[src/rtl/gpio_flag_pkg.sv]
package gpio_flag_pkg;
    localparam int unsigned ADDR_W  = 4;
    localparam int unsigned NUM_IRQ = 2;

    typedef enum logic [ADDR_W-1:0] {
        AD_FLAG_SET = 4'h0,
        AD_FLAG_CLR = 4'h1,
        AD_DIR      = 4'h2,
        AD_POL      = 4'h3,
        AD_SENSE    = 4'h4,
        AD_MSKA_SET = 4'h5,
        AD_MSKA_CLR = 4'h6,
        AD_MSKB_SET = 4'h7,
        AD_MSKB_CLR = 4'h8
    } reg_addr_e;
endpackage

[src/rtl/gpio_sync2.sv]
module gpio_sync2 #(
    parameter int unsigned W = 16
) (
    input  logic         clk,
    input  logic         rst_n,
    input  logic [W-1:0] d,
    output logic [W-1:0] q
);
    typedef struct packed {
        logic [W-1:0] s1;
        logic [W-1:0] s2;
    } sync_t;

    sync_t st_d, st_q;

    always_comb begin
        st_d.s1 = d;
        st_d.s2 = st_q.s1;
    end

    always_ff @(posedge clk) begin
        if (!rst_n) st_q <= '0;
        else        st_q <= st_d;
    end

    assign q = st_q.s2;

    // Warm-up counter so the two-cycle look-back never reaches before reset.
    logic [1:0] warm_q;
    always_ff @(posedge clk) begin
        if (!rst_n)               warm_q <= '0;
        else if (warm_q != 2'd2)  warm_q <= warm_q + 2'd1;
    end


    sync_delay_chk: assert property (@(posedge clk) disable iff (!rst_n)
        (warm_q == 2'd2) |-> (q == $past(d, 2)));
endmodule

[src/rtl/gpio_w1sc_reg.sv]
module gpio_w1sc_reg #(
    parameter int unsigned W = 16
) (
    input  logic         clk,
    input  logic         rst_n,
    input  logic         set_stb,
    input  logic         clr_stb,
    input  logic [W-1:0] wdata,
    output logic [W-1:0] val
);
    typedef struct packed {
        logic [W-1:0] bits;
    } w1sc_t;

    w1sc_t st_d, st_q;

    always_comb begin
        st_d = st_q;
        if (set_stb) st_d.bits = st_d.bits | wdata;
        if (clr_stb) st_d.bits = st_d.bits & ~wdata;
    end

    always_ff @(posedge clk) begin
        if (!rst_n) st_q <= '0;
        else        st_q <= st_d;
    end

    assign val = st_q.bits;


    set_ones_chk: assert property (@(posedge clk) disable iff (!rst_n)
        (set_stb && !clr_stb) |=> ((val & $past(wdata)) == $past(wdata)));

    clr_ones_chk: assert property (@(posedge clk) disable iff (!rst_n)
        (clr_stb && !set_stb) |=> ((val & $past(wdata)) == '0));

    zero_bits_keep_chk: assert property (@(posedge clk) disable iff (!rst_n)
        (set_stb || clr_stb) |=> ((val & ~$past(wdata)) == ($past(val) & ~$past(wdata))));

    idle_stable_chk: assert property (@(posedge clk) disable iff (!rst_n)
        (!set_stb && !clr_stb) |=> $stable(val));
endmodule

[src/rtl/gpio_flag_unit.sv]
module gpio_flag_unit #(
    parameter int unsigned W = 16
) (
    input  logic         clk,
    input  logic         rst_n,
    input  logic [W-1:0] pin_s,
    input  logic [W-1:0] dir,
    input  logic [W-1:0] pol,
    input  logic [W-1:0] sense_edge,
    input  logic         set_stb,
    input  logic         clr_stb,
    input  logic [W-1:0] wdata,
    output logic [W-1:0] flag
);
    typedef struct packed {
        logic [W-1:0] flag;
        logic [W-1:0] prev;
    } fu_t;

    fu_t st_d, st_q;

    logic [W-1:0] set_vec, clr_vec, lvl_act, edge_hit, sw_val, lvl_sel, edg_sel;

    always_comb begin
        set_vec  = set_stb ? wdata : '0;
        clr_vec  = clr_stb ? wdata : '0;
        lvl_act  = pin_s ^ pol;
        edge_hit = (pol & st_q.prev & ~pin_s) | (~pol & pin_s & ~st_q.prev);
        lvl_sel  = ~dir & ~sense_edge;
        edg_sel  = ~dir & sense_edge;
        sw_val   = (st_q.flag | set_vec) & ~clr_vec;

        st_d.flag = (lvl_sel & lvl_act) | (~lvl_sel & sw_val) | (edg_sel & edge_hit);
        st_d.prev = pin_s;
    end

    always_ff @(posedge clk) begin
        if (!rst_n) st_q <= '0;
        else        st_q <= st_d;
    end

    assign flag = st_q.flag;


    level_follow_chk: assert property (@(posedge clk) disable iff (!rst_n)
        1'b1 |=> (((flag ^ $past(pin_s ^ pol)) & $past(lvl_sel)) == '0));

    edge_hold_chk: assert property (@(posedge clk) disable iff (!rst_n)
        1'b1 |=> ((~flag & $past(flag & edg_sel & ~clr_vec)) == '0));

    edge_wins_chk: assert property (@(posedge clk) disable iff (!rst_n)
        (|(edg_sel & edge_hit & clr_vec)) |=>
            ((flag & $past(edg_sel & edge_hit)) == $past(edg_sel & edge_hit)));

    out_flag_chk: assert property (@(posedge clk) disable iff (!rst_n)
        (!set_stb && !clr_stb) |=> ((($past(flag) ^ flag) & $past(dir)) == '0));
endmodule

[src/rtl/gpio_flag_irq.sv]
module gpio_flag_irq
    import gpio_flag_pkg::*;
#(
    parameter int unsigned NPINS = 16
) (
    input  logic              clk,
    input  logic              rst_n,
    input  logic [ADDR_W-1:0] bus_addr,
    input  logic              bus_wr,
    input  logic [NPINS-1:0]  bus_wdata,
    output logic [NPINS-1:0]  bus_rdata,
    input  logic [NPINS-1:0]  pin_in,
    output logic [NPINS-1:0]  pin_out,
    output logic [NPINS-1:0]  pin_oe,
    output logic              irq_a,
    output logic              irq_b
);
    typedef struct packed {
        logic [NPINS-1:0]   dir;
        logic [NPINS-1:0]   pol;
        logic [NPINS-1:0]   sense_edge;
        logic [NUM_IRQ-1:0] irq;
    } top_t;

    top_t st_d, st_q;

    logic [NPINS-1:0] pin_s;
    logic [NPINS-1:0] flag;
    logic [NUM_IRQ-1:0][NPINS-1:0] mask;
    logic flag_set_stb, flag_clr_stb;

    assign flag_set_stb = bus_wr && (bus_addr == AD_FLAG_SET);
    assign flag_clr_stb = bus_wr && (bus_addr == AD_FLAG_CLR);

    gpio_sync2 #(.W(NPINS)) u_sync (
        .clk   (clk),
        .rst_n (rst_n),
        .d     (pin_in),
        .q     (pin_s)
    );

    gpio_flag_unit #(.W(NPINS)) u_flag (
        .clk        (clk),
        .rst_n      (rst_n),
        .pin_s      (pin_s),
        .dir        (st_q.dir),
        .pol        (st_q.pol),
        .sense_edge (st_q.sense_edge),
        .set_stb    (flag_set_stb),
        .clr_stb    (flag_clr_stb),
        .wdata      (bus_wdata),
        .flag       (flag)
    );

    for (genvar g = 0; g < NUM_IRQ; g++) begin : g_mask
        localparam logic [ADDR_W-1:0] SET_AD = ADDR_W'(int'(AD_MSKA_SET) + 2 * g);
        localparam logic [ADDR_W-1:0] CLR_AD = ADDR_W'(int'(AD_MSKA_CLR) + 2 * g);
        logic set_stb, clr_stb;
        assign set_stb = bus_wr && (bus_addr == SET_AD);
        assign clr_stb = bus_wr && (bus_addr == CLR_AD);
        gpio_w1sc_reg #(.W(NPINS)) u_mask (
            .clk     (clk),
            .rst_n   (rst_n),
            .set_stb (set_stb),
            .clr_stb (clr_stb),
            .wdata   (bus_wdata),
            .val     (mask[g])
        );
    end

    always_comb begin
        st_d = st_q;
        if (bus_wr) begin
            case (bus_addr)
                AD_DIR:   st_d.dir        = bus_wdata;
                AD_POL:   st_d.pol        = bus_wdata;
                AD_SENSE: st_d.sense_edge = bus_wdata;
                default:  ;
            endcase
        end
        for (int i = 0; i < NUM_IRQ; i++) begin
            st_d.irq[i] = |(flag & mask[i]);
        end
    end

    always_ff @(posedge clk) begin
        if (!rst_n) st_q <= '0;
        else        st_q <= st_d;
    end

    always_comb begin
        case (bus_addr)
            AD_FLAG_SET, AD_FLAG_CLR: bus_rdata = flag;
            AD_DIR:                   bus_rdata = st_q.dir;
            AD_POL:                   bus_rdata = st_q.pol;
            AD_SENSE:                 bus_rdata = st_q.sense_edge;
            AD_MSKA_SET, AD_MSKA_CLR: bus_rdata = mask[0];
            AD_MSKB_SET, AD_MSKB_CLR: bus_rdata = mask[1];
            default:                  bus_rdata = '0;
        endcase
    end

    assign pin_out = flag;
    assign pin_oe  = st_q.dir;
    assign irq_a   = st_q.irq[0];
    assign irq_b   = st_q.irq[1];


    a_write_b_kept_chk: assert property (@(posedge clk) disable iff (!rst_n)
        (bus_wr && (bus_addr == AD_MSKA_SET || bus_addr == AD_MSKA_CLR)) |=> $stable(mask[1]));

    b_write_a_kept_chk: assert property (@(posedge clk) disable iff (!rst_n)
        (bus_wr && (bus_addr == AD_MSKB_SET || bus_addr == AD_MSKB_CLR)) |=> $stable(mask[0]));

    irq_a_track_chk: assert property (@(posedge clk) disable iff (!rst_n)
        1'b1 |=> (irq_a == $past(|(flag & mask[0]))));

    irq_b_track_chk: assert property (@(posedge clk) disable iff (!rst_n)
        1'b1 |=> (irq_b == $past(|(flag & mask[1]))));

    dir_to_oe_chk: assert property (@(posedge clk) disable iff (!rst_n)
        (bus_wr && bus_addr == AD_DIR) |=> (pin_oe == $past(bus_wdata)));
endmodule

[config.mk]
export PLATFORM = sky130hd
export DESIGN_NAME = gpio_flag_irq
export DESIGN_NICKNAME = d
export VERILOG_FILES = /design/src/rtl/gpio_flag_pkg.sv /design/src/rtl/gpio_sync2.sv /design/src/rtl/gpio_w1sc_reg.sv /design/src/rtl/gpio_flag_unit.sv /design/src/rtl/gpio_flag_irq.sv
export SDC_FILE = /design/constraint.sdc
export NUM_CORES = 1
export LEC_CHECK = 0
export BUFFER_PORTS_ARGS = -buffer_cell sky130_fd_sc_hd__buf_2
export CAP_MARGIN = 20
export CORE_MARGIN = 3
export CORE_UTILIZATION = 58
export CTS_CLUSTER_SIZE = 20
export DETAILED_ROUTE_END_ITERATION = 8
export PLACE_DENSITY_LB_ADDON = 0.25
export SLEW_MARGIN = 5
export SYNTH_ARGS = -nofsm -noshare
export SYNTH_HDL_FRONTEND = slang
export SYNTH_SLANG_ARGS = --single-unit
export TNS_END_PERCENT = 100
[constraint.sdc]
create_clock -name clk -period 1.65 [get_ports clk]
set_input_delay 0 -clock clk [delete_from_list [all_inputs] [get_ports clk]]
set_output_delay 0 -clock clk [all_outputs]
set_load 0.02 [all_outputs]
==> results of run 1 <==
-- what timing repair did --
action / 4_1_cts / 5_1_grt
hold buffers: 33 / 0
resized for setup: 0 / 0
hold endpoints to repair: 96 / 0
-- worst reg2reg max path, delay by kind of cell (launching register included) --
family                   cells  cell delay (ns)
AND/OR/NAND/NOR              1             0.11
adder cells (fa/ha/maj)      1             0.14
AO/OA/AOI/OAI                2             0.45
buffers and inverters        2             0.11
flip-flops                   1             0.34
-- cell type report --
type,instances,area (µm²),share of cell area
well taps,140,175,0.0219
inverters,35,131,0.0164
flip-flops and latches,146,2920,0.365
repair buffers,147,1000,0.125
clock inverters,12,228,0.0284
multi-input cells,475,3110,0.388
clock buffers,20,447,0.0557
-- logic make-up (layout without fill, tap and decap cells) --
group	count (synthesis)	count (layout)	share of synthesized area
AOI/OAI and AO/OA	196	196	0.200
adders and majority gates	16	16	0.0299
buffers and inverters	119	214	0.102
DFF	146	146	0.436
muxes	32	32	0.0478
and+or+nand+nor	231	231	0.184
-- per-stage QoR --
stage	hold slack, ns	util	instances
2_1_floorplan	0.127	-	740
3_3_place_gp	0.204	0.633	910
3_5_place_dp	0.209	0.633	910
4_1_cts	0.155	0.724	975
5_1_grt	0.179	0.724	975
6_report	0.168	0.724	975
-- where the power goes --
group          internal (mW)  total (mW)  switching, mW  leakage, nW
clock network           2.88        4.36           1.47        0.325
logic                  0.251       0.593          0.342         1.79
registers               3.62        3.69         0.0778         1.19
-- how the worst max path moves through the flow --
stage	slack, ns	startpoint	to	cells after the start
finish	0.27	u_flag.flag[4]$_SDFF_PN0_	bus_rdata[4]	3
global route	0.21	bus_addr[1]	bus_rdata[5]	8
CTS	0.29	pin_oe[4]$_SDFFE_PN0P_	bus_rdata[4]	3
detailed placement	0.28	bus_addr[3]	u_flag.flag[12]$_SDFF_PN0_	7
global placement	0.32	bus_addr[0]	bus_rdata[5]	7
floorplan	0.38	bus_addr[2]	bus_rdata[0]	6
-- placed cells by master (no fill, tap or decap), types with 32 or more instances in the layout --
cell type      instances
inv_1                 33
nand2_1               97
a22oi_1               52
mux2i_1               32
and2_1                49
a21oi_1               65
dlygate4sd3_1         33
a211oi_1              48
dfxtp_1              146
buf_2                 88
-- metal layers --
layer	global-route usage	vias up
li1	-	2746
met4	0.122	0
met2	0.465	255
met3	0.0759	43
met1	0.341	2733
met5	0	-
==> results.sh, run 1 <==
export IMPL_status="complete, no violations"
export IMPL_clock_fmax_mhz=724
export IMPL_vias_per_cell=5.93
export IMPL_dr_pass1_iters=5
export IMPL_slowest_stage="dfxtp_1"
export IMPL_drt_first_iter_violations=540
export IMPL_drc=0
export IMPL_gp_congestion=0.822
export IMPL_grt_use_total=0.280
export IMPL_r2r_end="u_flag.flag[12]$_SDFF_PN0_"
export IMPL_cp_max_fo=5
export IMPL_rsz0062_at_grt="no"
export IMPL_min_from="bus_addr[2]"
export IMPL_wl_met3_um=1300
export IMPL_timing_critical_path_buf_inv=1
export IMPL_synth_flop_cell="dfxtp_1"
export IMPL_cap_violations=0
export IMPL_fin_ws_ns=0.268
export IMPL_p_total_mw=8.64
export IMPL_start_util=0.605
export IMPL_io_pins=89
export IMPL_syn_inst=740
export IMPL_wl_met2_um=8740
export IMPL_p_per_area_nw_per_um2=1080
export IMPL_routed_wl_um=17600
export IMPL_area_delta_synth_final_pct=19.5
export IMPL_vias=5777
export IMPL_synth_top_area_frac=0.436
export IMPL_synth_fp_nets=795
export IMPL_worstMarginPinSlew_ns=0.418
export IMPL_diodes=0
export IMPL_synth_area_leader_cell="dfxtp_1"
export IMPL_post_synth_top_count_cell="dfxtp_1"
export IMPL_max_stage_delay_ns=0.37
export IMPL_grt_pass1_wl_um=28700
export IMPL_cp_cell_sequence="a22oi_1 > nand3_1 > buf_2"
export IMPL_worst_setup_path_type="flip-flop to primary output"
export IMPL_clkTransAtPathRegs_ns=0.06
export IMPL_cts_root_buf="clkbuf_16"
export IMPL_routedWlPerCell_um=18.1
export IMPL_wl_met1_um=7170
export IMPL_cts_setup_buffers=0
export IMPL_num_fill_cells=820
export IMPL_rows=38
export IMPL_cts_buffers=17
export IMPL_synthTopCellsByCount="dfxtp_1 (146), nand2_1 (97), a21oi_1 (65)"
export IMPL_peakVddDrop_mv=1.14
export IMPL_async_flop_share=0
export IMPL_clock_sinks=146
export IMPL_gr_total_overflow=0
export IMPL_setup_viol=0
export IMPL_grt_max_degree=57
export IMPL_core_um2=11100
export IMPL_antenna_found_initial=0
export IMPL_critical_path_top_delay_family="flip-flops"
export IMPL_setup_tns_ns=0
export IMPL_worst_ep_required_time_ns=1.65
export IMPL_worstSetupStartpointType="flip-flop"
export IMPL_rrSetupSlack_ns=0.41
export IMPL_holdPathStages=4
export IMPL_fp_dieW_um=114
export IMPL_clkLatencyLatePin_ns=0.42
export IMPL_grt_pass1_vias=5670
export IMPL_avgSynthCellArea_um2=9.06
export IMPL_synth_seq_area_share=0.436
export IMPL_routed_top_layer="met4"
export IMPL_dieArea_um2=12900
export IMPL_final_hold_viol_count=0
export IMPL_cp_arrival_ns=1.38
export IMPL_synth_edf_count=0
export IMPL_cellLeakagePower_nw=3.31
export IMPL_rr_worst_depth=6
export IMPL_synth_area_top_cells="dfxtp_1 (44%), a22oi_1 (5.8%), buf_4 (5.8%)"
export IMPL_skew_ns=0.00685
export IMPL_fin_crit_sh=0.838
export IMPL_yosys_warnings=0
export IMPL_worstReg2RegStart="st_q[30]$_SDFFE_PN0P_"
export IMPL_port_buffers=88
export IMPL_dp_hpwl_um=11500
export IMPL_yosysUniqueCellTypes=38
export IMPL_syn_area_um2=6710
export IMPL_nets=877
export IMPL_preCtsSetupSlack_ns=0.277
export IMPL_htree_levels=4
export IMPL_crit_path_end_kind="primary output"
export IMPL_ys_seq_elements=146
export IMPL_slew_violations=0
export IMPL_design_area_um2=8020
export IMPL_fp_dieH_um=114
export IMPL_drive_gt1_frac=0.190
export IMPL_ant_nets=0
export IMPL_clock_path_buffers=2
export IMPL_slew_headroom=0.720
export IMPL_post_dp_cell_area_um2=7010
export IMPL_cts_tree="built"
export IMPL_post_route_min_period_ns=1.38
export IMPL_min_path_type="input port to flip-flop"
Note: power is estimated with default switching activity, not from simulation.
==> inputs of run 2 (changes only) <==
- ABC_AREA: not set -> 1
- clock period: 1.65 -> 1.3 ns (I/O delays scaled with it)
==> run 2 against run 1 <==
Final cell count increased by 35%. Wire length increased by 16%. Clock skew decreased by 0.0018 ns. Power increased by 23%. Design area increased by 13%. Count of clock-buffer cells in the layout increased by 5. Synthesized area increased by 4.7%. Utilization increased by 5.5 points. Worst setup slack got worse by 0.26 ns. Global-route usage increased by 2.3 points.
==> results.sh, run 2 <==
export IMPL_antenna_found_initial=0
export IMPL_min_path_type="input port to flip-flop"
export IMPL_synth_top_area_frac=0.416
export IMPL_cts_tree="built"
export IMPL_status="complete, no violations"
export IMPL_drive_gt1_frac=0.246
export IMPL_cts_buffers=17
export IMPL_vias=7100
export IMPL_routed_wl_um=20400
export IMPL_start_util=0.605
export IMPL_post_dp_cell_area_um2=7660
export IMPL_cap_violations=0
export IMPL_peakVddDrop_mv=1.03
export IMPL_vias_per_cell=5.38
export IMPL_post_route_min_period_ns=1.30
export IMPL_grt_pass1_vias=6534
export IMPL_fp_dieH_um=116
export IMPL_diodes=0
export IMPL_preCtsSetupSlack_ns=0.0474
export IMPL_clock_sinks=146
export IMPL_cp_max_fo=3
export IMPL_worstSetupStartpointType="flip-flop"
export IMPL_dr_pass1_iters=7
export IMPL_core_um2=11600
export IMPL_gr_total_overflow=0
export IMPL_area_delta_synth_final_pct=28.8
export IMPL_skew_ns=0.00503
export IMPL_worst_setup_path_type="flip-flop to primary output"
export IMPL_fp_dieW_um=116
export IMPL_synth_area_leader_cell="dfxtp_1"
export IMPL_ys_seq_elements=146
export IMPL_clkTransAtPathRegs_ns=0.06
export IMPL_p_per_area_nw_per_um2=1170
export IMPL_dieArea_um2=13500
export IMPL_dp_hpwl_um=12800
export IMPL_cellLeakagePower_nw=4.31
export IMPL_syn_area_um2=7020
export IMPL_io_pins=89
export IMPL_avgSynthCellArea_um2=6.85
export IMPL_worst_ep_required_time_ns=1.30
export IMPL_slew_violations=0
export IMPL_grt_pass1_wl_um=31800
export IMPL_synth_fp_nets=1080
export IMPL_nets=1220
export IMPL_final_hold_viol_count=0
export IMPL_clock_path_buffers=2
export IMPL_synth_edf_count=0
export IMPL_setup_viol=0
export IMPL_ant_nets=0
export IMPL_layout_cells_most_common_list="nand2_1 (234), inv_1 (142), o21ai_0 (109)"
export IMPL_synth_seq_area_share=0.416
export IMPL_cp_arrival_ns=1.30
export IMPL_clock_fmax_mhz=771
export IMPL_drt_first_iter_violations=633
export IMPL_cts_root_buf="clkbuf_16"
export IMPL_htree_levels=4
export IMPL_gp_congestion=0.944
export IMPL_async_flop_share=0
export IMPL_rows=39
export IMPL_port_buffers=88
export IMPL_synth_flop_cell="dfxtp_1"
export IMPL_design_area_um2=9050
export IMPL_yosysUniqueCellTypes=24
export IMPL_drc=0
export IMPL_clkLatencyLatePin_ns=0.42
export IMPL_worstMarginPinSlew_ns=0.445
export IMPL_rsz0062_at_grt="yes"
export IMPL_synthTopCellsByCount="nand2_1 (242), inv_1 (171), dfxtp_1 (146)"
export IMPL_grt_max_degree=37
export IMPL_syn_inst=1025
export IMPL_fin_ws_ns=0.00315
export IMPL_crit_path_end_kind="primary output"
export IMPL_yosys_warnings=0
export IMPL_layout_commonest_cell="nand2_1"
export IMPL_grt_use_total=0.303
export IMPL_slew_headroom=0.702
export IMPL_post_synth_top_count_cell="nand2_1"
export IMPL_routedWlPerCell_um=15.4
export IMPL_fin_crit_sh=0.998
export IMPL_synth_area_top_cells="dfxtp_1 (42%), nand2_1 (13%), o21ai_0 (10%)"
run 2: cell types whose count changed in the layout (fill, tap and decap cells not counted), sizes merged, moves of 20 or more:
| cell | before | now |
|---|---|---|
| nand2 | 98 | 246 |
| o21ai | 1 | 145 |
| inv | 35 | 173 |
| a22oi | 52 | 0 |
| and2 | 49 | 0 |
| a211oi | 48 | 0 |
| nor2 | 21 | 65 |
| buf | 114 | 154 |
| a21oi | 65 | 98 |
| mux2i | 32 | 0 |
| nand4 | 2 | 22 |
run 2: path summary, 6_finish.rpt:
path                                           startpoint                      to  slack, ns  cells after the start
worst max-delay path            u_flag.flag[8]$_SDFF_PN0_            bus_rdata[8]      0.003                      5
worst min-delay path                               bus_wr    st_q[3]$_SDFFE_PN0P_       0.15                      4
worst min register to register  u_sync.st_d[7]$_SDFF_PN0_  u_sync.q[7]$_SDFF_PN0_       0.41                      2
worst max register to register  u_flag.flag[8]$_SDFF_PN0_        irq_b$_SDFF_PN0_       0.05                      7
run 2: worst max-delay path, cell delays in order, from the launching register on:
cell     delay (ns)
dfxtp_2        0.34
nand2_2        0.08
o21ai_2        0.05
nor2_1         0.10
nand3_1        0.13
buf_6          0.17
run 2: per-stage QoR:
| stage | util | total power, mW | TNS, ns | cells | hold slack (ns) |
|---|---|---|---|---|---|
| final | 0.779 | 10.6 | 0 | 1319 | 0.152 |
| after global routing | 0.779 | 11.0 | -0.202 | 1319 | 0.151 |
| after CTS | 0.749 | 10.6 | 0 | 1288 | 0.129 |
| after detailed placement | 0.659 | 5.70 | 0 | 1224 | 0.184 |
| after global placement | 0.659 | 5.68 | 0 | 1224 | 0.180 |
| after floorplan | - | 5.36 | 0 | 1025 | 0.0976 |
run 2: kinds of logic (layout without fill, tap and decap cells):
logic type / count (synthesis) / in the layout / synth area share
adders and majority gates: 16 / 16 / 0.0285
DFF: 146 / 146 / 0.416
AOI/OAI and AO/OA: 251 / 251 / 0.183
buffers and inverters: 244 / 395 / 0.152
and+or+nand+nor: 368 / 368 / 0.220
run 2: layout make-up:
cell class	instances	area (µm²)
Inverter	173	649
Fill cell	880	2570
Clock inverter	5	75.1
Multi-Input combinational cell	635	3100
Tap cell	143	179
Timing Repair Buffer	192	1550
Sequential cell	146	2990
Clock buffer	25	505
run 2: repair_timing:
action	in CTS	in global routing
hold endpoints to repair	104	0
hold buffers	38	0
resized for setup	77	80
pin swaps	17	32
buffers inserted	2	31
cloned	0	0
setup endpoints to repair	16	16
run 2: power by group:
| group | switching [mW] | internal [mW] | leakage, nW |
|---|---|---|---|
| logic | 0.643 | 0.443 | 2.81 |
| registers | 0.0983 | 4.62 | 1.21 |
| clock network | 1.77 | 3.05 | 0.289 |
| total | 2.51 | 8.11 | 4.31 |
run 2: per-layer routing:
| metal | part of all wire | up-vias | GRT usage | wire length (µm) |
|---|---|---|---|---|
| met5 | 0 | - | 0 | 0 |
| met4 | 0.022 | 0 | 0.112 | 453 |
| met3 | 0.080 | 40 | 0.0679 | 1640 |
| met2 | 0.49 | 325 | 0.517 | 10000 |
| met1 | 0.41 | 3235 | 0.376 | 8280 |
| li1 | - | 3500 | - | - |
